--- config.mk ---
export PLATFORM = sky130hd
export DESIGN_NAME = bitband_remap
export DESIGN_NICKNAME = d
export VERILOG_FILES = /design/src/rtl/bitband_pkg.sv /design/src/rtl/bitband_alias_decode.sv /design/src/rtl/bitband_bit_ops.sv /design/src/rtl/bitband_remap.sv
export SDC_FILE = /design/constraint.sdc
export NUM_CORES = 1
export LEC_CHECK = 0
export ABC_CLOCK_PERIOD_IN_PS = 2000
export BUFFER_PORTS_ARGS = -buffer_cell sky130_fd_sc_hd__clkbuf_2
export CORE_UTILIZATION = 43
export DETAILED_ROUTE_END_ITERATION = 12
export HOLD_SLACK_MARGIN = 0.06
export PLACE_DENSITY = 0.88
export SLEW_MARGIN = 20
export SYNTH_ARGS = -nofsm -noshare
export SYNTH_HDL_FRONTEND = slang
export SYNTH_SLANG_ARGS = --single-unit
--- constraint.sdc ---
create_clock -name clk -period 2 [get_ports clk]
set_clock_uncertainty 0.2 [all_clocks]
set_input_delay 0.4 -clock clk [delete_from_list [all_inputs] [get_ports clk]]
set_output_delay 0.4 -clock clk [all_outputs]
set_load 0.05 [all_outputs]
--- src/rtl/bitband_pkg.sv ---
package bitband_pkg;

    typedef enum logic [2:0] {
        ST_IDLE   = 3'd0,
        ST_PASS   = 3'd1,
        ST_RD     = 3'd2,
        ST_MODIFY = 3'd3,
        ST_WR     = 3'd4,
        ST_RESP   = 3'd5
    } bb_state_e;

endpackage

--- src/rtl/bitband_alias_decode.sv ---
module bitband_alias_decode #(
    parameter int                ADDR_W      = 32,
    parameter int                DATA_W      = 32,
    parameter int                REGION_LOG2 = 20,
    parameter logic [ADDR_W-1:0] REGION_BASE = 32'h4000_0000,
    parameter logic [ADDR_W-1:0] ALIAS_BASE  = 32'h4200_0000,
    parameter int                BITPOS_W    = $clog2(DATA_W)
) (
    input  logic [ADDR_W-1:0]   addr,
    output logic                hit,
    output logic [ADDR_W-1:0]   word_addr,
    output logic [BITPOS_W-1:0] bit_pos
);
    localparam int SPAN_LOG2 = REGION_LOG2 + 5;
    localparam int LANES     = DATA_W / 8;
    localparam int LANE_W    = (LANES > 1) ? $clog2(LANES) : 1;

    logic [REGION_LOG2-1:0] byte_off;
    logic [2:0]             bit_idx;
    logic [ADDR_W-1:0]      byte_addr;
    logic                   unused_low;

    assign byte_off   = addr[SPAN_LOG2-1:5];
    assign bit_idx    = addr[4:2];
    assign unused_low = ^addr[1:0];
    assign hit        = (addr[ADDR_W-1:SPAN_LOG2] == ALIAS_BASE[ADDR_W-1:SPAN_LOG2]);
    assign byte_addr  = REGION_BASE + {{(ADDR_W-REGION_LOG2){1'b0}}, byte_off};

    generate
        if (LANES > 1) begin : g_multi_lane
            assign word_addr = {byte_addr[ADDR_W-1:LANE_W], {LANE_W{1'b0}}};
            assign bit_pos   = {byte_addr[LANE_W-1:0], bit_idx};
        end else begin : g_single_lane
            assign word_addr = byte_addr;
            assign bit_pos   = bit_idx;
        end
    endgenerate

endmodule

--- src/rtl/bitband_bit_ops.sv ---
module bitband_bit_ops #(
    parameter int DATA_W   = 32,
    parameter int BITPOS_W = $clog2(DATA_W),
    parameter int LANES    = DATA_W / 8
) (
    input  logic [DATA_W-1:0]   word_in,
    input  logic [BITPOS_W-1:0] bit_pos,
    input  logic                new_bit,
    output logic                bit_out,
    output logic [DATA_W-1:0]   word_out,
    output logic [LANES-1:0]    lane_be
);
    always_comb begin
        bit_out           = word_in[bit_pos];
        word_out          = word_in;
        word_out[bit_pos] = new_bit;
    end

    generate
        if (LANES > 1) begin : g_lane_sel
            always_comb begin
                lane_be = '0;
                lane_be[bit_pos[BITPOS_W-1:3]] = 1'b1;
            end
        end else begin : g_lane_all
            assign lane_be = '1;
        end
    endgenerate

endmodule

--- src/rtl/bitband_remap.sv ---
module bitband_remap
    import bitband_pkg::*;
#(
    parameter int                ADDR_W      = 32,
    parameter int                DATA_W      = 32,
    parameter int                REGION_LOG2 = 20,
    parameter logic [ADDR_W-1:0] REGION_BASE = 32'h4000_0000,
    parameter logic [ADDR_W-1:0] ALIAS_BASE  = 32'h4200_0000
) (
    input  logic                clk,
    input  logic                rst_n,
    input  logic                up_req,
    input  logic                up_we,
    input  logic [ADDR_W-1:0]   up_addr,
    input  logic [DATA_W-1:0]   up_wdata,
    input  logic [DATA_W/8-1:0] up_be,
    output logic                up_ready,
    output logic [DATA_W-1:0]   up_rdata,
    output logic                dn_req,
    output logic                dn_we,
    output logic [ADDR_W-1:0]   dn_addr,
    output logic [DATA_W-1:0]   dn_wdata,
    output logic [DATA_W/8-1:0] dn_be,
    output logic                dn_lock,
    input  logic                dn_ready,
    input  logic [DATA_W-1:0]   dn_rdata
);
    localparam int LANES    = DATA_W / 8;
    localparam int BITPOS_W = $clog2(DATA_W);

    typedef struct packed {
        bb_state_e             state;
        logic                  is_wr;
        logic                  new_bit;
        logic [ADDR_W-1:0]     word_addr;
        logic [BITPOS_W-1:0]   bit_pos;
        logic [DATA_W-1:0]     word;
    } ctx_t;

    ctx_t ctx_d, ctx_q;

    logic                dec_hit;
    logic [ADDR_W-1:0]   dec_word;
    logic [BITPOS_W-1:0] dec_pos;
    logic                sel_bit;
    logic [DATA_W-1:0]   merged_word;
    logic [LANES-1:0]    merge_be;

    bitband_alias_decode #(
        .ADDR_W      (ADDR_W),
        .DATA_W      (DATA_W),
        .REGION_LOG2 (REGION_LOG2),
        .REGION_BASE (REGION_BASE),
        .ALIAS_BASE  (ALIAS_BASE),
        .BITPOS_W    (BITPOS_W)
    ) u_decode (
        .addr      (up_addr),
        .hit       (dec_hit),
        .word_addr (dec_word),
        .bit_pos   (dec_pos)
    );

    bitband_bit_ops #(
        .DATA_W   (DATA_W),
        .BITPOS_W (BITPOS_W),
        .LANES    (LANES)
    ) u_bit_ops (
        .word_in  (ctx_q.word),
        .bit_pos  (ctx_q.bit_pos),
        .new_bit  (ctx_q.new_bit),
        .bit_out  (sel_bit),
        .word_out (merged_word),
        .lane_be  (merge_be)
    );

    always_comb begin
        ctx_d    = ctx_q;
        up_ready = 1'b0;
        up_rdata = '0;
        dn_req   = 1'b0;
        dn_we    = 1'b0;
        dn_addr  = ctx_q.word_addr;
        dn_wdata = ctx_q.word;
        dn_be    = '0;
        dn_lock  = 1'b0;

        case (ctx_q.state)
            ST_IDLE: begin
                if (up_req && dec_hit) begin
                    ctx_d.state     = ST_RD;
                    ctx_d.is_wr     = up_we;
                    ctx_d.new_bit   = up_wdata[0];
                    ctx_d.word_addr = dec_word;
                    ctx_d.bit_pos   = dec_pos;
                end else if (up_req) begin
                    dn_req   = 1'b1;
                    dn_we    = up_we;
                    dn_addr  = up_addr;
                    dn_wdata = up_wdata;
                    dn_be    = up_be;
                    up_ready = dn_ready;
                    up_rdata = dn_rdata;
                    if (!dn_ready) begin
                        ctx_d.state = ST_PASS;
                    end
                end
            end
            ST_PASS: begin
                dn_req   = up_req;
                dn_we    = up_we;
                dn_addr  = up_addr;
                dn_wdata = up_wdata;
                dn_be    = up_be;
                up_ready = dn_ready;
                up_rdata = dn_rdata;
                if (dn_ready || !up_req) begin
                    ctx_d.state = ST_IDLE;
                end
            end
            ST_RD: begin
                dn_req  = 1'b1;
                dn_be   = '1;
                dn_lock = ctx_q.is_wr;
                if (dn_ready) begin
                    ctx_d.word  = dn_rdata;
                    ctx_d.state = ctx_q.is_wr ? ST_MODIFY : ST_RESP;
                end
            end
            ST_MODIFY: begin
                dn_lock     = 1'b1;
                ctx_d.word  = merged_word;
                ctx_d.state = ST_WR;
            end
            ST_WR: begin
                dn_req  = 1'b1;
                dn_we   = 1'b1;
                dn_be   = merge_be;
                dn_lock = 1'b1;
                if (dn_ready) begin
                    ctx_d.state = ST_RESP;
                end
            end
            ST_RESP: begin
                up_ready = 1'b1;
                if (!ctx_q.is_wr) begin
                    up_rdata[0] = sel_bit;
                end
                ctx_d.state = ST_IDLE;
            end
            default: begin
                ctx_d.state = ST_IDLE;
            end
        endcase
    end

    always_ff @(posedge clk or negedge rst_n) begin
        if (!rst_n) begin
            ctx_q.state     <= ST_IDLE;
            ctx_q.is_wr     <= 1'b0;
            ctx_q.new_bit   <= 1'b0;
            ctx_q.word_addr <= '0;
            ctx_q.bit_pos   <= '0;
            ctx_q.word      <= '0;
        end else begin
            ctx_q <= ctx_d;
        end
    end

endmodule

==> flow_summary.toml, run 1 <==
[cts]
htreeDepth = 3
clock_sinks = 61
clockRootBuffer = "clkbuf_8"
post_cts_resized = 387
hold_buffers = 1
postCtsSetupRepairBufs = 44
numCtsBuffers = 9
cts_max_path_buffers = 2

[floorplan]
die_x_um = 103.6
die_h_um = 103.6
fp-row-count = 36
start_util = 0.4482
ios = 209

[yosys]
ys_dominant_reg_cell = "dfrtp_1"
synth.most_common_cell = "nand2_1"
netlist-cell-type-count = 44
synth_common_cells = "188 x nand2_1, 61 x dfrtp_1, 50 x o21ai_0, 45 x and2_1, 42 x a21oi_1"
ys_ff_latch = 61
yosys.area.top_type_share = 0.3437
synthCells = 591
yosys_warnings = 0
avgSynthCellArea_um2 = 7.516
syn_area_mm2 = 0.004442
synth_area_leaders = "dfrtp_1 34%, nand2_1 16%, and2_1 6.3%"
ys_seq_area_frac = 0.3437
synth_edf_count = 0
async_flop_share = 1.000
synth_top_area_cell = "dfrtp_1"
synthesis.nets = 696

[placement]
hpwl_mm = 12.61
dp_cells = 973
io_buffer_count = 208
placed_area_mm2 = 0.007393
routabilityCongestion = 1.049
pre_cts_ws_ps = -614.7

[run_status]
outcome = "stopped before the end"
failing_step = "4_1_cts"
error_line = "[ERROR DPL-0038] Utilization greater than 100%, impossible to legalize"
-- through the flow --
stage / utilization / hold WS, ps
3_5_place_dp: 0.7461 / 237.7
3_3_place_gp: 0.7461 / 237.2
2_1_floorplan: - / -95.59
-- cell families after synthesis --
| group | share of synthesized area |
|---|---|
| and+or+nand+nor | 0.2924 |
| muxes | 0.1093 |
| DFF | 0.3437 |
| AOI/OAI and AO/OA | 0.2017 |
| buffers and inverters | 0.05296 |
==> inputs of run 2 (changes only) <==
Settings changed: ABC_CLOCK_PERIOD_IN_PS 2000 to 2600, CORE_UTILIZATION 43 to 40, HOLD_SLACK_MARGIN 0.06 to not set, PLACE_DENSITY 0.88 to not set, PLACE_DENSITY_LB_ADDON set to 0.15.
Clock period 2 ns to 2.6 ns, I/O delays scaled along.
==> run 2 against run 1 <==
  * The flow now finishes, with violations (setup timing)
  * Synthesized cell count is the same
  * Synthesized area is the same
==> flow_summary.toml, run 2 <==
[run_status]
outcome = "finished with violations"
violations = "setup timing"

[global_route]
grt_pass1_wl_mm = 27.50
grtUsageTotal = 0.3110
grt_max_degree = 50
overflow = 0
grt.met3_usage = 0.05448
busiest_layer = "met2"
grt_antenna_before_repair = 0
grt_pass1_vias = 5323
grt_util_met2 = 0.5410
met1_usage = 0.3836

[yosys]
synth_common_cells = "188 x nand2_1, 61 x dfrtp_1, 50 x o21ai_0, 45 x and2_1, 42 x a21oi_1"
async_flop_share = 1.000
synth_top_area_cell = "dfrtp_1"
yosys.area.top_type_share = 0.3437
synth_area_leaders = "dfrtp_1 34%, nand2_1 16%, and2_1 6.3%"
ys_ff_latch = 61
yosys_warnings = 0
syn_area_mm2 = 0.004442
synthCells = 591
synth.most_common_cell = "nand2_1"
synth_edf_count = 0
netlist-cell-type-count = 44
synthesis.nets = 696
ys_dominant_reg_cell = "dfrtp_1"
ys_seq_area_frac = 0.3437
avgSynthCellArea_um2 = 7.516

[power_and_ir_drop]
vdd_drop_max_uv = 348.3
clock_power_share = 0.188
combPwrFrac = 0.550
seqPwrFrac = 0.262
design_power_total_mw = 4.992
swShare = 0.4405
intPower_mw = 2.793
power_density_mw_per_mm2 = 549.6
p_switching_mw = 2.199
p_leak_nw = 4.468

[critical_path]
reg2reg_from = "ctx_q[71]$_DFFE_PN0P_"
path_class = "flop to primary output"
cp.required_ps = 1880
path_max_fanout = 6
critPathLaunchType = "flop"
cp-end-kind = "primary output"
crit_start = "ctx_q[32]$_DFFE_PN0P_"
r2r-end = "ctx_q[17]$_DFFE_PN0P_"
r2r_cells = 6
worstPathArrival_ps = 2200
r2r_slack_ps = 270

[layout]
nNetsFinal = 938
largest_reg_flops = 61
final_common_cell = "nand2_4"
top_regs = "ctx_q x61"
antenna-diode-count = 0
regMostFlops = "ctx_q"
n_fill_cell = 559
drive_gt1_frac = 0.6313
layout_common_cells = "104 x nand2_4, 102 x clkbuf_2, 77 x buf_8, 55 x dfrtp_1, 47 x nand2_2"
syn_to_final_growth_pct = 104.5

[sta]
fmax_mhz = 342.3
finalHoldViolations = 0
final-setup-viol-count = 101
worst_pin_slew_ps = 519.5
fin_crit_ps = 2921
drv_slew = 0
tns_ps = -17810
rsz0062_at_grt = "yes"
max-slew-margin-rel = 0.6528
period_share = 1.124
fin_ws_ps = -321.3

[cts]
htreeDepth = 3
worst_skew_pair.late_latency_ps = 360
clockRootBuffer = "clkbuf_8"
cts_tree = "built"
numCtsBuffers = 9
cts_max_path_buffers = 2
clock_sinks = 61
clk_transition_reported_paths_ps = 90

[drt]
wirelength_mm = 22.39
dr_total_vias = 5868
drc = 0
avgViaCountPerCell = 6.000
wl_per_cell_um = 22.89
first_iter_violations = 492
ant_nets = 0
drtPass1Iterations = 6

[placement]
io_buffer_count = 208
routabilityCongestion = 0.9177
hpwl_mm = 10.87
pre_cts_ws_ps = -221.2

[worst_hold_path]
hold-path-endpoint = "ctx_q[55]$_DFFE_PN0P_"
min_path_type = "primary input to flop"
whs_path_depth = 2
hold_start = "up_addr[23]"

[floorplan]
die_h_um = 107.4
fp-row-count = 38
die_area_mm2 = 0.01153
ios = 209
start_util = 0.4097
die_x_um = 107.4
core_mm2 = 0.01084

[flow_run]
cap_violations = 0
==> run 2: cell counts after synthesis <==
Identical to the previous run, type by type.
==> run 2: logic make-up (layout without fill, tap and decap cells) <==
kind of cell | after synthesis | count (layout) | share of synthesized area
AO/OA/AOI/OAI | 151 | 153 | 0.2017
buffers and inverters | 49 | 294 | 0.05296
flip-flops | 61 | 61 | 0.3437
multiplexers | 45 | 45 | 0.1093
AND/OR/NAND/NOR | 285 | 285 | 0.2924
==> run 2: metal layers <==
layer | share of wire | vias to the layer above | wire length (um)
li1 | - | 2541 | -
met1 | 0.37 | 2849 | 8234
met2 | 0.50 | 396 | 11160
met3 | 0.085 | 82 | 1906
met4 | 0.049 | 0 | 1094
met5 | 0 | - | 0
==> run 2: how the worst max path moves through the flow <==
stage	to	slack (ps)
3_3_place_gp	dn_be[1]	-160
2_1_floorplan	up_ready	10
4_1_cts	up_rdata[0]	-270
3_5_place_dp	dn_addr[4]	-220
6_report	up_rdata[0]	-320
5_1_grt	up_rdata[0]	-390
==> run 2: power groups by stage <==
| stage | clock, mW | sequential (mW) | combinational (mW) |
|---|---|---|---|
| 4_1_cts | 0.923 | 1.26 | 2.26 |
| 6_report | 0.939 | 1.31 | 2.74 |
| 3_3_place_gp | 0 | 1.24 | 1.69 |
| 3_5_place_dp | 0 | 1.25 | 1.71 |
| 2_1_floorplan | 0 | 1.20 | 1.18 |
| 5_1_grt | 0.963 | 1.32 | 2.84 |
==> run 2: critical path, stage by stage (launching register included) <==
cell	delay [ps]
dfrtp_2	460
clkbuf_16	210
mux2i_4	260
o221ai_2	130
a22oi_2	200
o2111ai_2	150
a22o_1	260
buf_12	160
==> run 2: per-stage QoR <==
stage / instance area [um^2] / hold WS, ps / utilization / std cells
6_report: 9084 / 190.6 / 0.8380 / 978
3_3_place_gp: 6112 / 255.9 / 0.5638 / 921
4_1_cts: 7958 / 187.9 / 0.7341 / 962
5_1_grt: 9084 / 205.8 / 0.8380 / 978
3_5_place_dp: 6112 / 251.2 / 0.5638 / 921
2_1_floorplan: 4461 / 24.41 / - / 591
==> run 2: cell type report <==
type	count	area, um^2	share of cell area
flip-flops and latches	61	1534	0.1689
multi-input cells	483	3949	0.4347
clock buffers	10	137.6	0.01515
clock inverters	6	68.82	0.007576
inverters	4	15.01	0.001653
well taps	140	175.2	0.01928
repair buffers	274	3204	0.3528
==> run 2: timing repair <==
item	4_1_cts	5_1_grt
endpoints found under the hold margin	18	0
pin swaps	77	117
gates resized for setup	297	322
buffers inserted	13	12
hold buffers	1	0
setup endpoints to repair	101	104
gates cloned	11	13
No activity file was read; power rests on OpenSTA's default activity.
==> inputs of run 3 (changes only) <==
Settings changed: ABC_AREA set to 1.
==> run 3 against run 2 <==
  * The run still ends with setup timing left
  * Sequential power grew 4%
  * Fmax grew 8.3%
  * Global-route usage shrank 4.9 points
  * Combinational power grew to 2.7 times the previous value
==> flow_summary.toml, run 3 <==
[power_and_ir_drop]
power_density_mw_per_mm2 = 1271
vdd_drop_max_uv = 878.4
p_leak_nw = 4.090

[sta]
period_share = 1.037
drv_slew = 0
fmax_mhz = 370.8
fin_ws_ps = -96.89
fin_crit_ps = 2697
max-slew-margin-rel = 0.5307
worst_pin_slew_ps = 701.4
tns_ps = -3420
rsz0062_at_grt = "yes"
finalHoldViolations = 0
final-setup-viol-count = 69
hold_slack_ps = 218.2

[layout]
antenna-diode-count = 0
final_util = 0.6870
layout_common_cells = "226 x nand2_1, 154 x inv_1, 105 x clkbuf_2, 73 x o21ai_0, 60 x dfrtp_1"
design_area_mm2 = 0.007878
syn_to_final_growth_pct = 66.03
n_fill_cell = 972
nNetsFinal = 1113
fin_cells = 1156
largest_reg_flops = 61
top_regs = "ctx_q x61"
regMostFlops = "ctx_q"
drive_gt1_frac = 0.3741
final_common_cell = "nand2_1"

[critical_path]
cp.required_ps = 1880
critPathLaunchType = "flop"
path_max_fanout = 19
path_class = "flop to primary output"
reg2reg_from = "ctx_q[72]$_DFFE_PN0P_"
worstPathArrival_ps = 1980
crit_start = "ctx_q[72]$_DFFE_PN0P_"
r2r_cells = 11
cp-end-kind = "primary output"

[yosys]
avgSynthCellArea_um2 = 6.075
netlist-cell-type-count = 27
syn_area_mm2 = 0.004745
yosys.area.top_type_share = 0.3217
async_flop_share = 1.000
yosys_warnings = 0
ys_dominant_reg_cell = "dfrtp_1"
synth_edf_count = 0
synth_common_cells = "241 x nand2_1, 164 x inv_1, 115 x o21ai_0, 62 x nor2_1, 61 x dfrtp_1"
synthesis.nets = 886
synth_area_leaders = "dfrtp_1 32%, nand2_1 19%, inv_1 13%"
ys_ff_latch = 61
synth.most_common_cell = "nand2_1"
ys_seq_area_frac = 0.3217
synth_top_area_cell = "dfrtp_1"
synthCells = 781

[global_route]
grt_pass1_wl_mm = 26.01
met1_usage = 0.3174
grt.met3_usage = 0.06616
grt_antenna_before_repair = 0
grt_util_met2 = 0.4617
grt_max_degree = 40
busiest_layer = "met2"
overflow = 0
grtUsageTotal = 0.2616
grt_pass1_vias = 5464

[cts]
clockRootBuffer = "clkbuf_16"
cts_max_path_buffers = 2
htreeDepth = 3
cts_tree = "built"
numCtsBuffers = 9
worst_skew_pair.late_latency_ps = 330
clock_sinks = 61
clk_transition_reported_paths_ps = 50

[drt]
wirelength_mm = 16.59
drtPass1Iterations = 5
ant_nets = 0
first_iter_violations = 259
wl_per_cell_um = 14.35
avgViaCountPerCell = 4.912
dr_total_vias = 5678
drc = 0

[placement]
placed_area_mm2 = 0.006297
hpwl_mm = 10.46
dp_cells = 1122
routabilityCongestion = 0.8356
io_buffer_count = 208

[worst_hold_path]
hold_start = "up_wdata[0]"
min_path_type = "primary input to flop"
whs_path_depth = 3

[flow_run]
cap_violations = 0

[floorplan]
die_h_um = 110.9
ios = 209
start_util = 0.4137
die_x_um = 110.9
fp-row-count = 39
core_mm2 = 0.01147
die_area_mm2 = 0.01230

[run_status]
outcome = "finished with violations"
violations = "setup timing"
run 3: layer usage:
| metal | share of wire | vias to the layer above | wire [um] |
|---|---|---|---|
| met2 | 0.51 | 209 | 8487 |
| li1 | - | 2855 | - |
| met5 | 0 | - | 0 |
| met3 | 0.069 | 11 | 1141 |
| met1 | 0.41 | 2603 | 6842 |
| met4 | 0.0069 | 0 | 114 |
run 3: timing repair:
item	4_1_cts	5_1_grt
endpoints found under the setup margin	92	103
buffers inserted	5	5
gates cloned	4	3
endpoints found under the hold margin	2	0
hold buffers	1	0
gates resized for setup	196	167
pin swaps	1	3
run 3: final cells by class:
type | count | area (um^2) | share of cell area
clock buffer | 13 | 280.3 | 0.03558
clock inverter | 3 | 65.06 | 0.008259
inverter | 170 | 640.6 | 0.08132
multi-input combinational | 514 | 2638 | 0.3348
sequential | 61 | 1528 | 0.1939
tap | 143 | 178.9 | 0.02271
timing repair buffer | 252 | 2547 | 0.3234
run 3: worst paths after layout:
path,slack [ps],endpoint
min in group asynchronous,310,ctx_q[46]$_DFFE_PN0P_
max in group asynchronous,1230,ctx_q[9]$_DFFE_PN0P_
setup reg to reg,620,ctx_q[28]$_DFFE_PN0P_
hold reg to reg,270,ctx_q[67]$_DFFE_PN0P_
hold / removal,220,ctx_q[69]$_DFFE_PN0P_
setup / recovery,-100,dn_addr[20]
run 3: critical path, stage by stage, from the launching register on:
cell,delay (ps)
dfrtp_1,420
nor3_4,250
inv_2,80
nand2_4,80
o21ai_4,60
buf_12,170
buf_16,170
buf_8,150
nor2_4,100
buf_8,160
run 3: through the flow:
stage	total power, mW	worst slack (ps)
4_1_cts	9.253	-92.87
2_1_floorplan	5.206	-58.37
5_1_grt	10.50	-215.4
3_3_place_gp	6.709	-118.3
6_report	10.01	-96.89
3_5_place_dp	6.725	-151.3
run 3: kinds of logic (layout without fill, tap and decap cells):
family                 count (synthesis)  in the layout  share of synthesized area
and+or+nand+nor                      324            324                     0.2674
buffers and inverters                206            438                     0.1814
AOI/OAI and AO/OA                    190            190                     0.2294
DFF                                   61             61                     0.3217
run 3: power by group:
part           internal [mW]  switching (mW)  leakage, nW
clock                  0.942           0.440        0.172
sequential              1.21           0.152        0.645
combinational           2.79            4.48         3.27
total                   4.94            5.07         4.09
